===== config.mk =====
export PLATFORM = sky130hd
export DESIGN_NAME = addr_watch
export DESIGN_NICKNAME = d
export VERILOG_FILES = /design/src/rtl/addr_watch.sv
export SDC_FILE = /design/constraint.sdc
export NUM_CORES = 1
export LEC_CHECK = 0
export BUFFER_PORTS_ARGS = -buffer_cell sky130_fd_sc_hd__buf_2
export CAP_MARGIN = 0
export CORE_MARGIN = 10
export CORE_UTILIZATION = 45
export DETAILED_ROUTE_END_ITERATION = 6
export PLACE_DENSITY = 0.64
export SLEW_MARGIN = 10
export SYNTH_ARGS = -nofsm -noshare
export SYNTH_HDL_FRONTEND = slang
export SYNTH_SLANG_ARGS = --single-unit

===== constraint.sdc =====
create_clock -name clk -period 3 [get_ports clk]
set_input_delay 0.3 -clock clk [delete_from_list [all_inputs] [get_ports clk]]
set_output_delay 0.3 -clock clk [all_outputs]
set_load 0.005 [all_outputs]

===== src/rtl/addr_watch.sv =====
module addr_watch #(
  parameter int NWP = 4,
  parameter int AW  = 32,
  parameter int NCL = 16,
  parameter int SZW = 8,
  parameter int DW  = 32
) (
  input  logic           clk,
  input  logic           rst_n,
  input  logic           acc_valid,
  input  logic [AW-1:0]  acc_addr,
  input  logic [1:0]     acc_op,
  input  logic [NCL-1:0] acc_clients,
  input  logic [SZW-1:0] acc_size,
  input  logic           reg_we,
  input  logic [7:0]     reg_addr,
  input  logic [DW-1:0]  reg_wdata,
  output logic [DW-1:0]  reg_rdata,
  output logic [NWP-1:0] intr_masked,
  output logic           irq
);
  localparam int CLW = $clog2(NCL);
  localparam logic [7:0] GBASE = 8'hF0;

  logic [AW-1:0]  first_q   [NWP];
  logic [AW-1:0]  last_q    [NWP];
  logic [1:0]     opm_q     [NWP];
  logic [NCL-1:0] clm_q     [NWP];
  logic [NCL-1:0] cap_cl_q  [NWP];
  logic [AW-1:0]  cap_addr_q[NWP];
  logic [1:0]     cap_op_q  [NWP];
  logic [CLW-1:0] cap_first_q[NWP];
  logic [SZW-1:0] cap_size_q[NWP];
  logic [NWP-1:0] cap_vld_q, raw_q, imask_q;
  logic [NWP-1:0] hit, take, rearm;
  logic [NWP-1:0] ack_bits;

  function automatic logic [CLW-1:0] lowest_set(input logic [NCL-1:0] v);
    lowest_set = '0;
    for (int i = NCL - 1; i >= 0; i--)
      if (v[i]) lowest_set = CLW'(i);
  endfunction

  always_comb begin
    for (int w = 0; w < NWP; w++) begin
      hit[w]   = acc_valid && (acc_addr >= first_q[w]) && (acc_addr < last_q[w]) &&
                 |(acc_op & opm_q[w]) && |(acc_clients & clm_q[w]);
      rearm[w] = reg_we && (reg_addr[7:4] == 4'(w)) && (reg_addr[3:0] == 4'd9);
      take[w]  = hit[w] && !cap_vld_q[w] && !rearm[w];
    end
  end

  assign ack_bits    = (reg_we && reg_addr == GBASE + 8'd3) ? reg_wdata[NWP-1:0] : '0;
  assign intr_masked = raw_q & imask_q;
  assign irq         = |intr_masked;

  always_ff @(posedge clk or negedge rst_n) begin
    if (!rst_n) begin
      for (int w = 0; w < NWP; w++) begin
        first_q[w]     <= '0;
        last_q[w]      <= '0;
        opm_q[w]       <= '0;
        clm_q[w]       <= '0;
        cap_cl_q[w]    <= '0;
        cap_addr_q[w]  <= '0;
        cap_op_q[w]    <= '0;
        cap_first_q[w] <= '0;
        cap_size_q[w]  <= '0;
      end
      cap_vld_q <= '0;
    end else begin
      for (int w = 0; w < NWP; w++) begin
        if (reg_we && reg_addr[7:4] == 4'(w)) begin
          case (reg_addr[3:0])
            4'd0: first_q[w] <= reg_wdata[AW-1:0];
            4'd1: last_q[w]  <= reg_wdata[AW-1:0];
            4'd2: opm_q[w]   <= reg_wdata[1:0];
            4'd3: clm_q[w]   <= reg_wdata[NCL-1:0];
            default: ;
          endcase
        end
        if (rearm[w])
          cap_vld_q[w] <= 1'b0;
        else if (take[w]) begin
          cap_vld_q[w]   <= 1'b1;
          cap_cl_q[w]    <= acc_clients & clm_q[w];
          cap_addr_q[w]  <= acc_addr;
          cap_op_q[w]    <= acc_op;
          cap_first_q[w] <= lowest_set(acc_clients & clm_q[w]);
          cap_size_q[w]  <= acc_size;
        end
      end
    end
  end

  always_ff @(posedge clk or negedge rst_n) begin
    if (!rst_n) begin
      raw_q   <= '0;
      imask_q <= '0;
    end else begin
      raw_q <= (raw_q & ~ack_bits) | take;
      if (reg_we && reg_addr == GBASE) imask_q <= reg_wdata[NWP-1:0];
    end
  end

  always_comb begin
    reg_rdata = '0;
    case (reg_addr)
      GBASE:        reg_rdata = DW'(imask_q);
      GBASE + 8'd1: reg_rdata = DW'(raw_q);
      GBASE + 8'd2: reg_rdata = DW'(intr_masked);
      default: begin
        for (int w = 0; w < NWP; w++) begin
          if (reg_addr[7:4] == 4'(w)) begin
            case (reg_addr[3:0])
              4'd0:  reg_rdata = DW'(first_q[w]);
              4'd1:  reg_rdata = DW'(last_q[w]);
              4'd2:  reg_rdata = DW'(opm_q[w]);
              4'd3:  reg_rdata = DW'(clm_q[w]);
              4'd4:  reg_rdata = DW'(cap_cl_q[w]);
              4'd5:  reg_rdata = DW'(cap_addr_q[w]);
              4'd6:  reg_rdata = DW'(cap_op_q[w]);
              4'd7:  reg_rdata = DW'(cap_first_q[w]);
              4'd8:  reg_rdata = DW'(cap_size_q[w]);
              4'd10: reg_rdata = DW'(cap_vld_q[w]);
              default: ;
            endcase
          end
        end
      end
    endcase
  end
endmodule


==> metrics <==
Synth area leader=dfrtp_1; failing checks=design-rule violations, negative setup slack; Slew Limit Fails=0; hold crit path type=input pin to register; Slew HR=44.91%; total core area=72710 um2; worst path bufs/invs=4; maximum VDD drop=0.4316 mV; Area contributors post-synth=dfrtp_1, mux2_2, ha_1, a22oi_1, inv_1; Switching Fraction=27.28%; most used routing layer=met2; worst r2r path cells=12; Root Buffer=clkbuf_16; YS warnings=0; total track usage=28.21%; I/O pin count=139; f_max=307.3 MHz; worst r2r src=first_q[17]$_DFFE_PN0P_; mux cell area share after synthesis=17.56%; post-synthesis compound-gate area fraction=14.29%; first-pass GRT wire length=183200 um; Initial DRC Count=3243; adder-cell share of the synthesized area=9.585%; nets@finish=3937; remaining global-route overflow=0; top-area cell type share of the netlist area=44.73%; area of the mapped netlist=32900 um2; Die Y=290.4 um; final core occ=57.82%; post-place instance area=37390 um2; vias in the first global route=28330; EDFF count, synth=0; Worst Path Class, Setup=register to register; Detailed Route WL=126000 um; Hold Vio Cnt, Final=0; Finished Cell Area=42040 um2; critical path launch point type=register; Clock transition at path regs=70 ps; Int Power=0.01439 W; count leader, synth=dfrtp_1; top cells by count, synth=dfrtp_1, mux2_2, inv_1; RSZ-0062 raised after global routing=true; Worst-Margin Slew=819.6 ps; Flop pwr share=42.8%; Simple-Gate Fraction of Synth Area=8.113%; critical path arrival=3760 ps; ys flop type=dfrtp_1; first drt pass iteration count=7; Max Cap Viol=0; GR Layer Usage met3=4.851%; Hold Path Depth=2; routability cong.=0.9475; H-tree levels=3; Distinct cells, synth=62; Mapped Avg Cell Area=10.67 um2; Worst EP required=3510 ps; Initial Util=45.24%; reg-to-reg setup timing slack=-250 ps; TritonCTS Buffers=68; ratio of cells with drive above 1 in the final layout=34.00%; met2 Resource Use GR=45.14%; IO Port Bufs=138; Cell Chain, Critical Path=inv_1 > ha_1 > and3_4 > a221o_1 > a221o_1 > a2111o_1 > o2111ai_4 > a211oi_4 > buf_12 > buf_12 > buf_16 > mux2_4; row cnt=99; Routed Antenna Nets=0; Clock Power Share=43.3%; CP delay by family, top=compound AO/OA/AOI/OAI gates; clk buf depth=3; P_leak=20.09 nW; largest net degree at the start of global routing=93; number of vias per cell=6.201; FF+latch area=14710 um2; initial antenna violation count=4; Worst-Skew Late Latency=640 ps; switching power=0.005399 W; CTS tree=built; Detail Placement HPWL=84620 um; CP Capture Type=register; main combinational cell family by area after synthesis=multiplexers; CTS Sinks=588; # fillers=6058; total power=0.01979 W; hold_ws=21.71 ps; Crit-path slowest cell=a2111o_1; post-synthesis register bit count=588; minimum clock period=3254 ps; FF-to-FF End=cap_op_q[1]$_DFFE_PN0P_; Tcrit/Tclk final=108.5%; post-route DRC violation count=3; WHS Endpoint=cap_op_q[2]$_DFFE_PN0P_; via count=28480; Syn Inst Count=3084; Die X=290.4 um; worst-path fanout max=8; hold path start=acc_op[0]; ys async rst share=100.0%; setup violators final=179; area of the multi-input gates=17310 um2; max incr delay on CP=450 ps; xor and xnor area share after synthesis=0%; Post-Syn Nets=3438; GRT met1 Usage=36.53%; Pwr Density=470.6 nW/um2; outcome=finished with violations; wire per inst=27.44 um; combinational share of power=13.9%; WP depth=12; die area=84320 um2; post-synthesis sequential area ratio=44.73%; area grow syn2layout=27.81%; worst clock skew=32.62 ps; setup ws final=-254.4 ps
kinds of logic (layout without fill, tap and decap cells):
| group | after synthesis | in the layout |
|---|---|---|
| compound gates | 670 | 670 |
| fa+ha+maj | 252 | 252 |
| buf+inv | 495 | 1043 |
| flops | 588 | 588 |
| mux | 520 | 520 |
| other cells | 0 | 2 |
| simple gates | 559 | 559 |
cell usage in the layout, fill, tap and decap left out, types with 21 or more instances in the layout:
cell type	netlist	layout
nand4_1	57	57
ha_1	252	239
mux2_4	0	102
clkbuf_16	0	79
nand2_1	281	275
o21ai_0	110	105
inv_1	315	305
dlygate4sd3_1	0	21
buf_12	0	55
dfrtp_1	588	588
mux2i_1	62	61
buf_2	16	137
nor2_1	31	30
a21oi_1	146	143
a21o_1	24	24
nand3_1	97	93
mux2_2	408	354
buf_4	1	355
a22oi_1	166	166
a222oi_1	61	61
per-stage QoR:
stage | setup slack, ps | std cells | setup TNS (ps)
final | -254.4 | 4593 | -19150
after detailed placement | -887.4 | 4359 | -130620
after global routing | -307.4 | 4592 | -30170
after floorplan | 37.98 | 3084 | 0
after global placement | -871.5 | 4359 | -135770
after CTS | -227.3 | 4542 | -10730
how the worst max path moves through the flow:
stage | from | endpoint | slack (ps)
2_1_floorplan | last_q[93]$_DFFE_PN0P_ | cap_addr_q[64]$_DFFE_PN0P_ | 40
3_3_place_gp | acc_addr[0] | cap_addr_q[56]$_DFFE_PN0P_ | -870
3_5_place_dp | acc_addr[28] | cap_addr_q[24]$_DFFE_PN0P_ | -890
4_1_cts | first_q[17]$_DFFE_PN0P_ | cap_op_q[1]$_DFFE_PN0P_ | -230
5_1_grt | first_q[17]$_DFFE_PN0P_ | cap_op_q[1]$_DFFE_PN0P_ | -310
6_report | first_q[17]$_DFFE_PN0P_ | cap_op_q[1]$_DFFE_PN0P_ | -250
power by group through the flow:
| stage | Sequential [W] | Combinational (W) | Clock [W] |
|---|---|---|---|
| after global routing | 0.00850 | 0.00298 | 0.00894 |
| final | 0.00847 | 0.00275 | 0.00856 |
| after CTS | 0.00846 | 0.00262 | 0.00863 |
| after global placement | 0.00859 | 0.00246 | 0 |
| after detailed placement | 0.00860 | 0.00250 | 0 |
| after floorplan | 0.00853 | 0.00117 | 0 |
worst register-to-register path, cell delays in order, from the launching register on:
cell and delay (ps):
dfrtp_1 340, inv_1 50, ha_1 290, and3_4 150
a221o_1 370, a221o_1 380, a2111o_1 450, o2111ai_4 260
a211oi_4 70, buf_12 160, buf_12 140, buf_16 170
mux2_4 300
repair_timing:
item	in CTS	in global routing
setup buffers	32	44
hold endpoints to repair	92	0
hold buffers	21	0
setup endpoints to repair	241	219
pin swaps	26	25
gates resized for setup	107	148
gates cloned	11	10
state kept, by name, indices dropped and copies added, names as in the netlist:
name         flops
cap_addr_q     128
cap_cl_q        64
cap_first_q     16
cap_op_q         8
cap_size_q      32
cap_vld_q        4
clm_q           64
first_q        128
imask_q          4
last_q         128
opm_q            8
raw_q            4
final cells by class:
class,count,area share (%)
Multi-Input combinational cell,2001,41.17
Timing Repair Buffer,609,12.80
Inverter,315,2.812
Sequential cell,588,35.00
Antenna cell,2,0.01190
Clock inverter,24,0.6726
Clock buffer,95,4.678
Tap cell,959,2.854
metal layers:
metal | vias up | part of all wire [%]
li1 | 12300 | -
met1 | 14250 | 40
met2 | 1539 | 45
met3 | 392 | 8.9
met4 | 6 | 5.8
met5 | - | 0.037
Note: power is estimated with default switching activity, not from simulation.
